===== config.mk =====
export PLATFORM = sky130hd
export DESIGN_NAME = dtc_target
export DESIGN_NICKNAME = d
export VERILOG_FILES = /design/src/rtl/dtc_pkg.sv /design/src/rtl/dtc_post_fifo.sv /design/src/rtl/dtc_backend_port.sv /design/src/rtl/dtc_claim_timer.sv /design/src/rtl/dtc_target.sv
export SDC_FILE = /design/constraint.sdc
export NUM_CORES = 1
export LEC_CHECK = 0
export ABC_AREA = 1
export BUFFER_PORTS_ARGS = -buffer_cell sky130_fd_sc_hd__buf_2
export CAP_MARGIN = 20
export CORE_UTILIZATION = 53
export CTS_CLUSTER_DIAMETER = 100
export DETAILED_ROUTE_END_ITERATION = 7
export PLACE_DENSITY = 0.76
export SLEW_MARGIN = 10
export SYNTH_ARGS = -nofsm -noshare
export SYNTH_HDL_FRONTEND = slang
export SYNTH_SLANG_ARGS = --single-unit

===== constraint.sdc =====
create_clock -name clk -period 4.93 [get_ports clk]
set_input_delay 0.7395 -clock clk [delete_from_list [all_inputs] [get_ports clk]]
set_output_delay 0.7395 -clock clk [all_outputs]
set_load 0.005 [all_outputs]

===== src/rtl/dtc_pkg.sv =====
`timescale 1ns/1ps
package dtc_pkg;

    localparam logic [1:0] CMD_READ       = 2'b00;
    localparam logic [1:0] CMD_WRITE_NP   = 2'b01;
    localparam logic [1:0] CMD_WRITE_POST = 2'b10;

    typedef enum logic [1:0] {
        TS_IDLE,
        TS_SERVE,
        TS_ACK,
        TS_RETRY
    } tgt_state_e;

    typedef enum logic [1:0] {
        BP_IDLE,
        BP_POST,
        BP_DELAYED
    } bp_state_e;

    function automatic logic cmd_is_posted(input logic [1:0] cmd);
        return cmd == CMD_WRITE_POST;
    endfunction

    function automatic logic cmd_is_np_write(input logic [1:0] cmd);
        return cmd == CMD_WRITE_NP;
    endfunction

endpackage


===== src/rtl/dtc_post_fifo.sv =====
`timescale 1ns/1ps
module dtc_post_fifo #(
    parameter int WIDTH = 68,
    parameter int DEPTH = 4,
    localparam int PTR_W = (DEPTH > 1) ? $clog2(DEPTH) : 1,
    localparam int CNT_W = $clog2(DEPTH + 1)
) (
    input  logic             clk,
    input  logic             rst_n,
    input  logic             push,
    input  logic [WIDTH-1:0] push_data,
    input  logic             pop,
    output logic [WIDTH-1:0] head,
    output logic             empty,
    output logic             full,
    output logic [CNT_W-1:0] count
);

    logic [WIDTH-1:0] mem [DEPTH];
    logic [PTR_W-1:0] wr_ptr;
    logic [PTR_W-1:0] rd_ptr;

    always_ff @(posedge clk) begin
        if (push) begin
            mem[wr_ptr] <= push_data;
        end
    end

    always_ff @(posedge clk or negedge rst_n) begin
        if (!rst_n) begin
            wr_ptr <= '0;
            rd_ptr <= '0;
            count  <= '0;
        end else begin
            if (push) begin
                wr_ptr <= (wr_ptr == PTR_W'(DEPTH - 1)) ? '0 : wr_ptr + PTR_W'(1);
            end
            if (pop) begin
                rd_ptr <= (rd_ptr == PTR_W'(DEPTH - 1)) ? '0 : rd_ptr + PTR_W'(1);
            end
            unique case ({push, pop})
                2'b10:   count <= count + CNT_W'(1);
                2'b01:   count <= count - CNT_W'(1);
                default: count <= count;
            endcase
        end
    end

    assign head  = mem[rd_ptr];
    assign empty = (count == '0);
    assign full  = (count == CNT_W'(DEPTH));

endmodule


===== src/rtl/dtc_backend_port.sv =====
`timescale 1ns/1ps
module dtc_backend_port
    import dtc_pkg::*;
#(
    parameter int ADDR_W = 32,
    parameter int DATA_W = 32,
    parameter int DEPTH  = 4,
    localparam int BE_W  = DATA_W / 8,
    localparam int CNT_W = $clog2(DEPTH + 1)
) (
    input  logic              clk,
    input  logic              rst_n,
    input  logic              fifo_empty,
    input  logic [CNT_W-1:0]  fifo_count,
    input  logic [ADDR_W-1:0] head_addr,
    input  logic [DATA_W-1:0] head_data,
    input  logic [BE_W-1:0]   head_be,
    input  logic              dr_latch,
    input  logic              dr_valid,
    input  logic              dr_is_write,
    input  logic [ADDR_W-1:0] dr_addr,
    input  logic [DATA_W-1:0] dr_wdata,
    input  logic [BE_W-1:0]   dr_be,
    input  logic              be_ack,
    output logic              fifo_pop,
    output logic              dr_done_pulse,
    output logic              dr_issue,
    output logic              ahead_zero,
    output logic              be_req,
    output logic              be_we,
    output logic [ADDR_W-1:0] be_addr,
    output logic [DATA_W-1:0] be_wdata,
    output logic [BE_W-1:0]   be_be
);

    bp_state_e        bp_state, bp_next;
    logic [CNT_W-1:0] ahead;
    logic             dr_sent;

    always_comb begin
        bp_next = bp_state;
        unique case (bp_state)
            BP_IDLE: begin
                if (dr_valid && !dr_sent && ahead == '0) begin
                    bp_next = BP_DELAYED;
                end else if (!fifo_empty) begin
                    bp_next = BP_POST;
                end
            end
            BP_POST:    if (be_ack) bp_next = BP_IDLE;
            BP_DELAYED: if (be_ack) bp_next = BP_IDLE;
            default:    bp_next = BP_IDLE;
        endcase
    end

    always_ff @(posedge clk or negedge rst_n) begin
        if (!rst_n) begin
            bp_state <= BP_IDLE;
            ahead    <= '0;
            dr_sent  <= 1'b0;
        end else begin
            bp_state <= bp_next;
            if (dr_latch) begin
                ahead <= fifo_count - CNT_W'(fifo_pop);
            end else if (fifo_pop && ahead != '0) begin
                ahead <= ahead - CNT_W'(1);
            end
            if (dr_latch) begin
                dr_sent <= 1'b0;
            end else if (bp_state == BP_IDLE && bp_next == BP_DELAYED) begin
                dr_sent <= 1'b1;
            end
        end
    end

    always_comb begin
        be_req        = (bp_state != BP_IDLE);
        dr_issue      = (bp_state == BP_DELAYED);
        fifo_pop      = (bp_state == BP_POST) && be_ack;
        dr_done_pulse = (bp_state == BP_DELAYED) && be_ack;
        ahead_zero    = (ahead == '0);
        if (bp_state == BP_DELAYED) begin
            be_we    = dr_is_write;
            be_addr  = dr_addr;
            be_wdata = dr_wdata;
            be_be    = dr_be;
        end else begin
            be_we    = 1'b1;
            be_addr  = head_addr;
            be_wdata = head_data;
            be_be    = head_be;
        end
    end

endmodule


===== src/rtl/dtc_claim_timer.sv =====
`timescale 1ns/1ps
module dtc_claim_timer #(
    parameter int LIMIT = 32768,
    localparam int CNT_W = $clog2(LIMIT + 1)
) (
    input  logic clk,
    input  logic rst_n,
    input  logic run,
    output logic expire
);

    logic [CNT_W-1:0] held;

    always_ff @(posedge clk or negedge rst_n) begin
        if (!rst_n) begin
            held <= '0;
        end else if (!run) begin
            held <= '0;
        end else if (held != CNT_W'(LIMIT)) begin
            held <= held + CNT_W'(1);
        end
    end

    assign expire = run && (held == CNT_W'(LIMIT - 1));

endmodule


===== src/rtl/dtc_target.sv =====
`timescale 1ns/1ps
module dtc_target
    import dtc_pkg::*;
#(
    parameter int ADDR_W         = 32,
    parameter int DATA_W         = 32,
    parameter int POST_DEPTH     = 4,
    parameter int FIRST_LIMIT    = 16,
    parameter int HOST_LIMIT     = 32,
    parameter int DISCARD_CYCLES = 32768,
    localparam int BE_W          = DATA_W / 8,
    localparam int LAT_W         = $clog2(HOST_LIMIT + 1),
    localparam int CNT_W         = $clog2(POST_DEPTH + 1),
    localparam int ENTRY_W       = ADDR_W + DATA_W + BE_W
) (
    input  logic              clk,
    input  logic              rst_n,
    input  logic              cfg_delay_en,
    input  logic              cfg_host_bridge,
    input  logic              req_valid,
    input  logic [1:0]        req_cmd,
    input  logic [ADDR_W-1:0] req_addr,
    input  logic [DATA_W-1:0] req_wdata,
    input  logic [BE_W-1:0]   req_be,
    output logic              rsp_ack,
    output logic              rsp_retry,
    output logic [DATA_W-1:0] rsp_rdata,
    output logic              be_req,
    output logic              be_we,
    output logic [ADDR_W-1:0] be_addr,
    output logic [DATA_W-1:0] be_wdata,
    output logic [BE_W-1:0]   be_be,
    input  logic              be_ack,
    input  logic [DATA_W-1:0] be_rdata,
    output logic              discard_flag
);

    tgt_state_e        state, state_nx;
    logic [LAT_W-1:0]  lat_cnt;
    logic [LAT_W-1:0]  lat_limit;
    logic              dr_valid, dr_done;
    logic [1:0]        dr_cmd;
    logic [ADDR_W-1:0] dr_addr;
    logic [DATA_W-1:0] dr_wdata, dr_rdata, rdata_q;
    logic [BE_W-1:0]   dr_be;
    logic              discard_q;

    logic              do_push, do_latch, do_claim;
    logic              dr_match, serve_st;
    logic              fifo_pop, fifo_empty, fifo_full;
    logic [CNT_W-1:0]  fifo_count;
    logic [ENTRY_W-1:0] fifo_head;
    logic              dr_done_pulse, dr_issue, ahead_zero;
    logic              discard_expire;

    assign serve_st  = (state == TS_SERVE);
    assign lat_limit = cfg_host_bridge ? LAT_W'(HOST_LIMIT - 1) : LAT_W'(FIRST_LIMIT - 1);
    assign dr_match  = dr_valid && (req_cmd == dr_cmd) &&
                       (req_addr == dr_addr) && (req_be == dr_be);

    // next-state and action decode
    always_comb begin
        state_nx = state;
        do_push  = 1'b0;
        do_latch = 1'b0;
        do_claim = 1'b0;
        unique case (state)
            TS_IDLE: begin
                if (req_valid) begin
                    if (cmd_is_posted(req_cmd)) begin
                        if (!fifo_full) begin
                            do_push  = 1'b1;
                            state_nx = TS_ACK;
                        end else begin
                            state_nx = TS_RETRY;
                        end
                    end else if (dr_valid) begin
                        if (dr_match && dr_done) begin
                            do_claim = 1'b1;
                            state_nx = TS_ACK;
                        end else begin
                            state_nx = TS_RETRY;
                        end
                    end else begin
                        do_latch = 1'b1;
                        state_nx = TS_SERVE;
                    end
                end
            end
            TS_SERVE: begin
                if (dr_done) begin
                    do_claim = 1'b1;
                    state_nx = TS_ACK;
                end else if (cfg_delay_en && lat_cnt >= lat_limit) begin
                    state_nx = TS_RETRY;
                end
            end
            TS_ACK:   state_nx = TS_IDLE;
            TS_RETRY: state_nx = TS_IDLE;
            default:  state_nx = TS_IDLE;
        endcase
    end

    // state register and pending-slot storage
    always_ff @(posedge clk or negedge rst_n) begin
        if (!rst_n) begin
            state     <= TS_IDLE;
            lat_cnt   <= '0;
            dr_valid  <= 1'b0;
            dr_done   <= 1'b0;
            dr_cmd    <= CMD_READ;
            dr_addr   <= '0;
            dr_wdata  <= '0;
            dr_be     <= '0;
            dr_rdata  <= '0;
            rdata_q   <= '0;
            discard_q <= 1'b0;
        end else begin
            state <= state_nx;
            if (do_latch) begin
                dr_valid <= 1'b1;
                dr_done  <= 1'b0;
                dr_cmd   <= req_cmd;
                dr_addr  <= req_addr;
                dr_wdata <= req_wdata;
                dr_be    <= req_be;
                lat_cnt  <= LAT_W'(1);
            end else if (serve_st && lat_cnt != {LAT_W{1'b1}}) begin
                lat_cnt <= lat_cnt + LAT_W'(1);
            end
            if (dr_done_pulse) begin
                dr_done  <= 1'b1;
                dr_rdata <= be_rdata;
            end
            if (do_claim) begin
                dr_valid <= 1'b0;
                rdata_q  <= cmd_is_np_write(dr_cmd) ? '0 : dr_rdata;
            end else if (discard_expire) begin
                dr_valid  <= 1'b0;
                discard_q <= 1'b1;
            end
            if (do_push) begin
                rdata_q <= '0;
            end
        end
    end

    // outputs
    always_comb begin
        rsp_ack      = (state == TS_ACK);
        rsp_retry    = (state == TS_RETRY);
        rsp_rdata    = rdata_q;
        discard_flag = discard_q;
    end

    dtc_post_fifo #(
        .WIDTH (ENTRY_W),
        .DEPTH (POST_DEPTH)
    ) u_fifo (
        .clk       (clk),
        .rst_n     (rst_n),
        .push      (do_push),
        .push_data ({req_addr, req_wdata, req_be}),
        .pop       (fifo_pop),
        .head      (fifo_head),
        .empty     (fifo_empty),
        .full      (fifo_full),
        .count     (fifo_count)
    );

    dtc_backend_port #(
        .ADDR_W (ADDR_W),
        .DATA_W (DATA_W),
        .DEPTH  (POST_DEPTH)
    ) u_port (
        .clk           (clk),
        .rst_n         (rst_n),
        .fifo_empty    (fifo_empty),
        .fifo_count    (fifo_count),
        .head_addr     (fifo_head[ENTRY_W-1 -: ADDR_W]),
        .head_data     (fifo_head[BE_W +: DATA_W]),
        .head_be       (fifo_head[BE_W-1:0]),
        .dr_latch      (do_latch),
        .dr_valid      (dr_valid),
        .dr_is_write   (cmd_is_np_write(dr_cmd)),
        .dr_addr       (dr_addr),
        .dr_wdata      (dr_wdata),
        .dr_be         (dr_be),
        .be_ack        (be_ack),
        .fifo_pop      (fifo_pop),
        .dr_done_pulse (dr_done_pulse),
        .dr_issue      (dr_issue),
        .ahead_zero    (ahead_zero),
        .be_req        (be_req),
        .be_we         (be_we),
        .be_addr       (be_addr),
        .be_wdata      (be_wdata),
        .be_be         (be_be)
    );

    dtc_claim_timer #(
        .LIMIT (DISCARD_CYCLES)
    ) u_claim (
        .clk    (clk),
        .rst_n  (rst_n),
        .run    (dr_valid && dr_done && !serve_st),
        .expire (discard_expire)
    );

endmodule


==> impl_metrics.ini <==
[drt]
wl_per_cell_um = 18.0
firstDrtPassIters = 6
vias_per_cell = 5.47
postRouteAntennaNets = 0
drc = 0
drt_iter0_markers = 1009
routed_wl_um = 46000
vias = 14010

[global_routing]
antenna_found_initial = 11
grt_usage = 0.253
grt_max_degree = 104
grt_pass1_vias = 13805
grt_pass1_wl_um = 72500
grt_overflow = 0

[place]
gp_congestion = 0.842
hpwl_um = 26800
dp_cells = 2462
dp_slack_ps = 1620
port_buffers = 212

[cts]
cts_buffer_depth = 3
clkSinkCount = 446
cts_tree = built
clk_latency_ps = 560
cts.hold.buffers_added = 0
cts_root_buf = clkbuf_16
htree_levels = 2
clkSlewWorstSetupHoldPaths_ps = 60
cts-resized-gates = 0
cts_setup_buffers = 0
cts_buffers = 46

[power]
p_per_area_nw_per_um2 = 588
ir_drop_v = 0.000356
power_frac_seq = 0.388
sw_frac_of_total = 0.350
leakage_nw = 9.49
power_frac_clock = 0.278
p_sw_mw = 4.56
intPower_mw = 8.46
combPwrFrac = 0.334

[worst_setup_path]
crit_chain = buf_4 > buf_4 > nor2_1 > nor2_1 > o21ai_0 > a31oi_1 > buf_2
cp_slowest_stage_delay_ps = 740
crit_type = flip-flop to primary output
arrival_ps = 3100
cp-startpoint = u_fifo.rd_ptr[0]$_DFFE_PN0P_
worstPathRequired_ps = 4190
r2r_setup_slack_ps = 2150
path_buf_inv = 3
cp_top_family = buffers and inverters
path_max_fanout = 70
crit_path_start_kind = flip-flop
slowest_stage = buf_4
critPathCaptureType = primary output
r2r_cells = 6
r2r_start = state[1]$_DFFE_PN0P_
timing.rr.end = u_fifo.mem[0][58]$_DFFE_PP_

[sta]
hold_viol_final = 0
fin_crit_ps = 3840
slew_violations = 0
rsz0062_at_grt = no
finalWorstSetupSlack_ps = 1090
slew_headroom = 0.282
tns_ps = 0
tightest_slew_ps = 1080
fmax_mhz = 260
finalCritPeriodShare = 0.779
skew_ps = 25.1
setup_viol = 0

[min_path]
min_path_type = input port to asynchronous set/reset pin

[finish]
finish.cell_count_without_fillers = 2560
fin_nets = 2186
drive_gt1_frac = 0.160
fillCellCount = 2689
syn_to_final_growth_pct = 16.5

[floorplan]
dieWidth_um = 191
rows = 68
coreArea_sq_um = 34900
dieArea_sq_um = 36600
start_util = 0.545
ios = 213
die_y_um = 191

[synth]
ys_ff_latch = 446
yosys_warnings = 0
yosysSeqAreaShare = 0.659
postSynthAreaPerCell_sq_um = 10.1
synth_cell_type_count = 33
netlist_area_sq_um = 19000
syn_inst = 1878
mappedNetlistNets = 2005

[status]
status = complete, no violations

[job]
drv_cap = 0
==> power groups by stage <==
stage | registers (mW) | logic, mW | clock network, mW
floorplan | 5.04 | 2.74 | 0
global placement | 5.07 | 4.18 | 0
detailed placement | 5.10 | 4.31 | 0
CTS | 5.04 | 4.34 | 3.67
global route | 5.12 | 4.91 | 3.80
finish | 5.05 | 4.35 | 3.62
==> routing by layer <==
metal,vias up,share of wire,global-route usage
met5,-,0.00089,0
met4,6,0.021,0.0824
met3,61,0.083,0.0565
met2,530,0.48,0.420
met1,6705,0.41,0.330
li1,6708,-,-
==> cells in the final DEF (no fill, tap or decap), types with 3 or more instances in the layout <==
cell type,n
nand2_1,350
nor2_1,343
edfxtp_1,272
buf_2,211
o21ai_0,202
dfrtp_1,172
inv_1,125
a21oi_1,53
clkbuf_16,47
a31oi_1,45
nor3_1,42
nand4_1,40
o22ai_1,28
ha_1,18
buf_4,18
nand3_1,14
xnor2_1,14
o21ai_1,13
clkinv_2,12
inv_2,10
diode_2,9
bufinv_16,7
clkbuf_1,5
clkbuf_8,5
clkinv_1,5
nor2_4,4
a211oi_1,4
nor4_1,4
xor2_1,4
nor2_2,3
buf_16,3
==> stage by stage <==
step / util / cell area [sq um] / total power [mW] / hold slack [ps]
after CTS: 0.631 / 22000 / 13.1 / 361
after global routing: 0.634 / 22100 / 13.8 / 378
after floorplan: - / 19000 / 7.78 / 444
after detailed placement: 0.585 / 20400 / 9.41 / 466
after global placement: 0.585 / 20400 / 9.25 / 461
final: 0.634 / 22100 / 13.0 / 302
==> worst max path at each step <==
stage | to | depth (start not counted)
CTS | be_be[2] | 7
finish | be_wdata[16] | 7
global placement | u_fifo.count[2]$_DFFE_PN0P_ | 12
global route | be_be[2] | 7
floorplan | u_fifo.mem[0][0]$_DFFE_PP_ | 7
detailed placement | be_be[2] | 7
==> sequential cells by signal, summed over array words and instances (netlist names), 2 cells and up <==
signal / flops
dr_addr: 32
dr_be: 4
dr_cmd: 2
dr_rdata: 32
dr_wdata: 32
lat_cnt: 6
rsp_rdata: 32
state: 2
u_claim.held: 16
u_fifo.count: 3
u_fifo.mem: 272
u_fifo.rd_ptr: 2
u_fifo.wr_ptr: 2
u_port.ahead: 3
u_port.bp_state: 2
==> synth_stat cells, drive strengths merged <==
| cell type | instances | area [sq um] |
|---|---|---|
| nand2 | 352 | 1320 |
| nor2 | 350 | 1320 |
| edfxtp | 272 | 8170 |
| o21ai | 215 | 1080 |
| dfrtp | 174 | 4350 |
| inv | 136 | 510 |
| clkbuf | 61 | 229 |
| a21oi | 53 | 265 |
| a31oi | 45 | 282 |
| nor3 | 43 | 220 |
| buf | 41 | 214 |
| nand4 | 40 | 250 |
| o22ai | 28 | 175 |
| ha | 18 | 225 |
| nand3 | 16 | 105 |
| xnor2 | 14 | 123 |
| a211oi | 4 | 30.0 |
| nor4 | 4 | 25.0 |
| xor2 | 4 | 35.0 |
| o211ai | 2 | 15.0 |
| a2bb2oi | 1 | 8.76 |
| and3 | 1 | 6.26 |
| clkinv | 1 | 3.75 |
| fa | 1 | 20.0 |
| o21bai | 1 | 7.51 |
| o221ai | 1 | 8.76 |
==> cell families (layout without fill, tap and decap cells) <==
group	Yosys count	after routing	synth area share
compound gates	350	350	0.0983
simple gates	806	806	0.171
fa+ha+maj	19	19	0.0129
xor+xnor	18	18	0.00830
buf+inv	239	457	0.0504
flops	446	446	0.659
other cells	0	9	0
==> final cells by class <==
cell class / count / area, sq um / share of cell area
tap: 455 / 569 / 0.0257
sequential: 446 / 12500 / 0.566
antenna: 9 / 22.5 / 0.00102
clock inverter: 28 / 342 / 0.0154
inverter: 137 / 518 / 0.0234
clock buffer: 57 / 1260 / 0.0571
timing repair buffer: 235 / 1330 / 0.0599
multi-input combinational: 1193 / 5560 / 0.251
No activity file was read; power rests on OpenSTA's default activity.
